**src/rtl/boxcar_pixel_sampler.sv**
```systemverilog
module boxcar_pixel_sampler #(
  parameter int SAMPLE_W = 12,
  parameter int WIN_W    = 8
) (
  input  logic                       clk,
  input  logic                       rst_n,
  input  logic                       pix_start,
  input  logic                       smp_valid,
  input  logic [SAMPLE_W-1:0]        smp_data,
  input  logic [WIN_W-1:0]           cfg_ref_start,
  input  logic [WIN_W-1:0]           cfg_ref_len,
  input  logic [WIN_W-1:0]           cfg_dat_start,
  input  logic [WIN_W-1:0]           cfg_dat_len,
  input  logic                       cfg_thr_mode,
  input  logic [SAMPLE_W-1:0]        cfg_thr,
  output logic                       res_valid,
  output logic signed [SAMPLE_W:0]   res_data,
  output logic                       res_empty
);
  localparam int IDX_W  = WIN_W + 1;
  localparam int ACC_W  = SAMPLE_W + WIN_W;
  localparam int SH_W   = $clog2(WIN_W);
  localparam int STEP_W = $clog2(ACC_W + 1);

  function automatic logic [SH_W-1:0] log2_of(input logic [WIN_W-1:0] v);
    logic [SH_W-1:0] r;
    r = '0;
    for (int i = 0; i < WIN_W; i++)
      if (v[i]) r = SH_W'(i);
    return r;
  endfunction

  logic [WIN_W-1:0]    r_rs, r_rl, r_ds, r_dl;
  logic                r_mode, live, close_d, busy;
  logic [SAMPLE_W-1:0] r_thr, hold_ref;
  logic [IDX_W-1:0]    idx, dat_cnt, dvs;
  logic [ACC_W-1:0]    ref_sum, dat_sum, dvd;
  logic [IDX_W:0]      rem;
  logic [STEP_W-1:0]   step;

  wire [WIN_W-1:0]    c_rs   = pix_start ? cfg_ref_start : r_rs;
  wire [WIN_W-1:0]    c_rl   = pix_start ? cfg_ref_len   : r_rl;
  wire [WIN_W-1:0]    c_ds   = pix_start ? cfg_dat_start : r_ds;
  wire [WIN_W-1:0]    c_dl   = pix_start ? cfg_dat_len   : r_dl;
  wire                c_mode = pix_start ? cfg_thr_mode  : r_mode;
  wire [SAMPLE_W-1:0] c_thr  = pix_start ? cfg_thr       : r_thr;
  wire [IDX_W-1:0]    cur    = pix_start ? '0 : idx;
  wire                take   = smp_valid && (pix_start || live);

  wire [IDX_W-1:0] ref_end = {1'b0, c_rs} + {1'b0, c_rl};
  wire [IDX_W-1:0] dat_end = {1'b0, c_ds} + {1'b0, c_dl};
  wire in_ref   = take && cur >= {1'b0, c_rs} && cur < ref_end;
  wire in_dat   = take && cur >= {1'b0, c_ds} && cur < dat_end;
  wire accept   = in_dat && (!c_mode || smp_data > c_thr);
  wire dat_last = in_dat && cur == dat_end - 1'b1;

  wire [ACC_W-1:0] smp_ext = ACC_W'(smp_data);
  wire [ACC_W-1:0] ref_shr = ref_sum >> log2_of(r_rl);
  wire [ACC_W-1:0] dat_shr = dat_sum >> log2_of(r_dl);
  wire [SAMPLE_W-1:0] ref_avg = ref_shr[SAMPLE_W-1:0];
  wire [SAMPLE_W-1:0] dat_avg = dat_shr[SAMPLE_W-1:0];

  wire [IDX_W:0] rem_sh = {rem[IDX_W-1:0], dvd[ACC_W-1]};
  wire           ge     = rem_sh >= {1'b0, dvs};

  always_ff @(posedge clk) begin
    if (!rst_n) begin
      {r_rs, r_rl, r_ds, r_dl} <= '0;
      r_mode <= 1'b0;
      r_thr  <= '0;
      idx    <= '0;
      live   <= 1'b0;
    end else begin
      if (pix_start) begin
        r_rs <= cfg_ref_start; r_rl <= cfg_ref_len;
        r_ds <= cfg_dat_start; r_dl <= cfg_dat_len;
        r_mode <= cfg_thr_mode; r_thr <= cfg_thr;
        idx <= smp_valid ? IDX_W'(1) : '0;
      end else if (smp_valid && idx != '1) begin
        idx <= idx + 1'b1;
      end
      if (dat_last)       live <= 1'b0;
      else if (pix_start) live <= 1'b1;
    end
  end

  always_ff @(posedge clk) begin
    if (!rst_n) begin
      ref_sum <= '0; dat_sum <= '0; dat_cnt <= '0; close_d <= 1'b0;
    end else begin
      ref_sum <= (pix_start ? '0 : ref_sum) + (in_ref ? smp_ext : '0);
      dat_sum <= (pix_start ? '0 : dat_sum) + (accept ? smp_ext : '0);
      dat_cnt <= (pix_start ? '0 : dat_cnt) + IDX_W'(accept);
      close_d <= dat_last;
    end
  end

  always_ff @(posedge clk) begin
    if (!rst_n) begin
      res_valid <= 1'b0; res_data <= '0; res_empty <= 1'b0;
      busy <= 1'b0; step <= '0; dvd <= '0; dvs <= '0; rem <= '0; hold_ref <= '0;
    end else begin
      res_valid <= 1'b0;
      if (close_d && !r_mode) begin
        res_valid <= 1'b1;
        res_empty <= 1'b0;
        res_data  <= $signed({1'b0, dat_avg}) - $signed({1'b0, ref_avg});
      end else if (close_d && dat_cnt == '0) begin
        res_valid <= 1'b1;
        res_empty <= 1'b1;
        res_data  <= '0;
      end else if (close_d) begin
        busy <= 1'b1; step <= '0; rem <= '0;
        dvd <= dat_sum; dvs <= dat_cnt; hold_ref <= ref_avg;
      end else if (busy) begin
        if (step == STEP_W'(ACC_W)) begin
          busy      <= 1'b0;
          res_valid <= 1'b1;
          res_empty <= 1'b0;
          res_data  <= $signed({1'b0, dvd[SAMPLE_W-1:0]}) - $signed({1'b0, hold_ref});
        end else begin
          rem  <= ge ? rem_sh - {1'b0, dvs} : rem_sh;
          dvd  <= {dvd[ACC_W-2:0], ge};
          step <= step + 1'b1;
        end
      end
    end
  end
endmodule


```
**config.mk**
```make
export PLATFORM = sky130hd
export DESIGN_NAME = boxcar_pixel_sampler
export DESIGN_NICKNAME = d
export VERILOG_FILES = /design/src/rtl/boxcar_pixel_sampler.sv
export SDC_FILE = /design/constraint.sdc
export NUM_CORES = 1
export LEC_CHECK = 0
export BUFFER_PORTS_ARGS = -buffer_cell sky130_fd_sc_hd__clkbuf_2
export CELL_PAD_IN_SITES_DETAIL_PLACEMENT = 1
export CELL_PAD_IN_SITES_GLOBAL_PLACEMENT = 1
export CORE_UTILIZATION = 48
export CTS_CLUSTER_SIZE = 20
export DETAILED_ROUTE_END_ITERATION = 8
export GPL_ROUTABILITY_DRIVEN = 0
export GPL_TIMING_DRIVEN = 0
export HOLD_SLACK_MARGIN = 0.02
export PLACE_DENSITY_LB_ADDON = 0.1
export SYNTH_ARGS = -nofsm -noshare
export SYNTH_HDL_FRONTEND = slang
export SYNTH_SLANG_ARGS = --single-unit
```
**constraint.sdc**
```tcl
create_clock -name clk -period 7.9 [get_ports clk]
set_input_delay 0 -clock clk [delete_from_list [all_inputs] [get_ports clk]]
set_output_delay 0 -clock clk [all_outputs]
set_load 0.05 [all_outputs]
```
==> run_results.csv <==
group,metric,value,unit
routing,wire_length_on_met2,18880,um
logic_synthesis,synth_enable_flop_cells,0,
logic_synthesis,synth.top_cells.by_area,"sky130_fd_sc_hd__dfxtp_1, sky130_fd_sc_hd__ha_1, sky130_fd_sc_hd__mux2i_1",
routing,wl_met3,1056,um
hold_path,holdCritPathClass,"in2reg",
critical_path,crit_slowest_cell,"sky130_fd_sc_hd__o311ai_1",
power,powerDensity,164.2,mW/mm^2
finish,antenna_cells_inserted,0,
logic_synthesis,async_flop_share,0,
floorplan,die_width,161.9,um
routing,routed_wl,38440,um
routing,detailroute.via_count,10951,
logic_synthesis,syn_area,0.01227,sq mm
grt,grt_remaining_overflow,0,
clock_network,max-clock-path-buffers,2,
logic_synthesis,synth_top_area_frac,0.2856,
logic_synthesis,synthesis.nets,1614,
critical_path,cp-end-kind,"flip-flop",
finish,leading_cell_type_in_the_layout_fill_and_taps_excluded,"sky130_fd_sc_hd__dfxtp_1",
routing,detail_route.first_pass.iterations,5,
critical_path,criticalPathCategory,"in2reg",
grt,grt_pass1_wl,61200,um
placed_design,placement.cell_area,0.01306,sq mm
routing,ant_nets,0,
routing,dr.first_iter.drc_count,449,
clock_network,htree_depth,4,
clock_network,insertion_delay,0.46,ns
placed_design,place_hpwl,28570,um
timing,max_transition_margin,0.2352,
run,max_cap_viols,0,
grt,globalRouteTotalUtil,0.2999,
run_status,outcome,"completed",
critical_path,largest_stage_delay_worst_path,0.71,ns
power,max-vdd-ir-drop,126.6,uV
finish,fin_area,0.01420,sq mm
placed_design,detailedPlace.worstSlack,-0.9565,ns
timing,tightest_slew,1.137,ns
grt,grt_start_max_net_pins,18,
timing,period_share,0.9366,
routing,routed.top_layer,"met4",
timing,unrepaired_setup_endpoints_after_global_routing,"no",
timing,report.final.setup_viol,0,
clock_network,cts_root_buf,"sky130_fd_sc_hd__clkbuf_16",
placed_design,buffer_ports.inserted,75,
floorplan,core_area,0.02511,sq mm
timing,min_period,7.399,ns
floorplan,floorplan.die_area,0.02620,sq mm
finish,final_core_util,0.5657,
finish,final.fill_count,3056,
logic_synthesis,ys_warns,0,
routing,vias_per_cell,5.743,
grt,vias_in_the_first_global_route,11537,
finish,syn2layout_area_growth,15.80,%
floorplan,initial_standard_cell_utilization_of_the_core,0.4885,
finish,layout.cells.most_common_list,"sky130_fd_sc_hd__dfxtp_1, sky130_fd_sc_hd__nor2_1, sky130_fd_sc_hd__ha_1",
timing,setup_total_negative_slack,0,ns
clock_network,cts_post_setup_buffers_inserted,0,
critical_path,arrival,7.78,ns
routing,met1_length,17420,um
critical_path,worst_path_required_time,8.29,ns
floorplan,num_io_pins,76,
logic_synthesis,synth_top_cell_by_area,"sky130_fd_sc_hd__dfxtp_1",
floorplan,core.rowCount,58,
clock_network,clkSlewWorstSetupHoldPaths,0.07,ns
timing,report.final.slew_viol_count,0,
critical_path,critPathLaunchType,"input pin",
logic_synthesis,dominantRegCellSynth,"sky130_fd_sc_hd__dfxtp_1",
timing,fin_worst_skew,0.01451,ns
timing,finalWorstSetupSlack,0.5009,ns
routing,wire_per_inst,20.16,um
timing,finalHoldViolCount,0,
logic_synthesis,synth_area_per_cell,8.613,sq um
logic_synthesis,synth_cell_types,76,
clock_network,cts_buffers,17,
logic_synthesis,postSynthRegisterBits,175,
logic_synthesis,post_synth_inst_count,1424,
power,leakagePower,5.945,nW
critical_path,path_max_fanout,10,
power,total_power,2.333,mW
placed_design,placed_cells,1829,
finish,final_net_count,1754,
clock_network,clkSinkCount,175,
grt,grt_antenna_before_repair,0,
clock_network,tritoncts,"done",
critical_path,crit_path_frequent_cell,"sky130_fd_sc_hd__clkbuf_2",
finish,post_route_cells_drive_above_1_share,0.1186,
routing,route.detailed.drc,0,
floorplan,height_of_the_chip,161.9,um
timing,fmax,0.1352,GHz
timing,hold_ws,0.03311,ns
logic_synthesis,portion_of_the_post_synthesis_area_used_by_sequential_elements,0.2856,
finish,post_layout_nonfiller_instances,1907,
layer usage:
layer / up-vias / track usage
met5: - / 0
met4: 0 / 0.1072
met3: 68 / 0.04060
met2: 187 / 0.5238
met1: 5412 / 0.3756
li1: 5284 / -
cell usage after synthesis, types with 6 or more instances:
master,n
sky130_fd_sc_hd__mux4_2,16
sky130_fd_sc_hd__nor3_1,18
sky130_fd_sc_hd__nor4_1,6
sky130_fd_sc_hd__mux2_2,35
sky130_fd_sc_hd__and3_1,8
sky130_fd_sc_hd__and2_1,54
sky130_fd_sc_hd__nand2b_1,20
sky130_fd_sc_hd__nor2b_1,51
sky130_fd_sc_hd__or3_1,8
sky130_fd_sc_hd__dfxtp_1,175
sky130_fd_sc_hd__nor2_1,171
sky130_fd_sc_hd__a211oi_1,36
sky130_fd_sc_hd__inv_1,73
sky130_fd_sc_hd__a21oi_1,88
sky130_fd_sc_hd__nand4_1,10
sky130_fd_sc_hd__ha_1,122
sky130_fd_sc_hd__clkbuf_1,53
sky130_fd_sc_hd__o211ai_1,10
sky130_fd_sc_hd__o21bai_1,10
sky130_fd_sc_hd__xnor2_1,47
sky130_fd_sc_hd__nand3_1,28
sky130_fd_sc_hd__o21ai_1,8
sky130_fd_sc_hd__nor3b_1,8
sky130_fd_sc_hd__a21o_1,17
sky130_fd_sc_hd__o21a_1,14
sky130_fd_sc_hd__nand2_1,81
sky130_fd_sc_hd__xor2_1,34
sky130_fd_sc_hd__fa_1,7
sky130_fd_sc_hd__mux2i_1,79
sky130_fd_sc_hd__o21ai_0,50
timing repair:
item,in CTS,in global routing
pin swaps,0,0
gates resized for setup,2,4
endpoints found under the hold margin,46,0
hold buffers,46,0
endpoints found under the setup margin,9,6
where the power goes:
group	switching, mW	leakage (nW)	internal, mW
Clock	0.426	0.327	0.576
Sequential	0.0102	1.42	0.897
Combinational	0.243	4.20	0.181
cell type report:
cell class | instances | area (sq um) | share of cell area
flip-flops and latches | 175 | 3503 | 0.2467
multi-input cells | 1113 | 8259 | 0.5815
clock inverters | 15 | 246.5 | 0.01735
repair buffers | 121 | 835.8 | 0.05884
plain buffers | 61 | 239.0 | 0.01683
well taps | 330 | 412.9 | 0.02907
clock buffers | 17 | 425.4 | 0.02995
inverters | 75 | 281.5 | 0.01982
sequential cells by signal (all words and copies together), names as in the netlist:
signal,cells
dat_sum,20
dvd,20
ref_sum,19
res_data,13
hold_ref,12
r_thr,12
dat_cnt,9
dvs,9
idx,9
rem,9
r_dl,8
r_ds,8
r_rl,8
r_rs,8
step,5
busy,1
close_d,1
live,1
r_mode,1
res_empty,1
res_valid,1
worst max-delay path, delay by kind of cell:
kind	cells	cell delay [ns]
AO/OA/AOI/OAI	10	2.44
XOR/XNOR	1	0.41
adder cells (fa/ha/maj)	4	1.40
buffers and inverters	9	2.27
multiplexers	1	0.41
AND/OR/NAND/NOR	5	0.81
final timing paths:
| kind | endpoint | depth (start not counted) | slack, ns | startpoint |
|---|---|---|---|---|
| setup / recovery | dat_sum[19]$_SDFF_PN0_ | 30 | 0.50 | pix_start |
| hold / removal | ref_sum[0]$_SDFF_PN0_ | 4 | 0.03 | smp_data[0] |
| setup reg to reg | dat_sum[19]$_SDFF_PN0_ | 26 | 1.43 | r_ds[0]$_SDFF_PN0_ |
| hold reg to reg | dvs[4]$_SDFFE_PN0P_ | 2 | 0.46 | dvs[4]$_SDFFE_PN0P_ |
kinds of logic (layout without fill, tap and decap cells):
| family | Yosys count | in the layout | synth area share |
|---|---|---|---|
| flops | 175 | 175 | 0.2856 |
| buf+inv | 136 | 289 | 0.04203 |
| mux | 130 | 130 | 0.1260 |
| fa+ha+maj | 130 | 130 | 0.1367 |
| compound gates | 284 | 284 | 0.1504 |
| xor+xnor | 84 | 84 | 0.06243 |
| simple gates | 485 | 485 | 0.1969 |
Power figures use the tool's default switching activity.
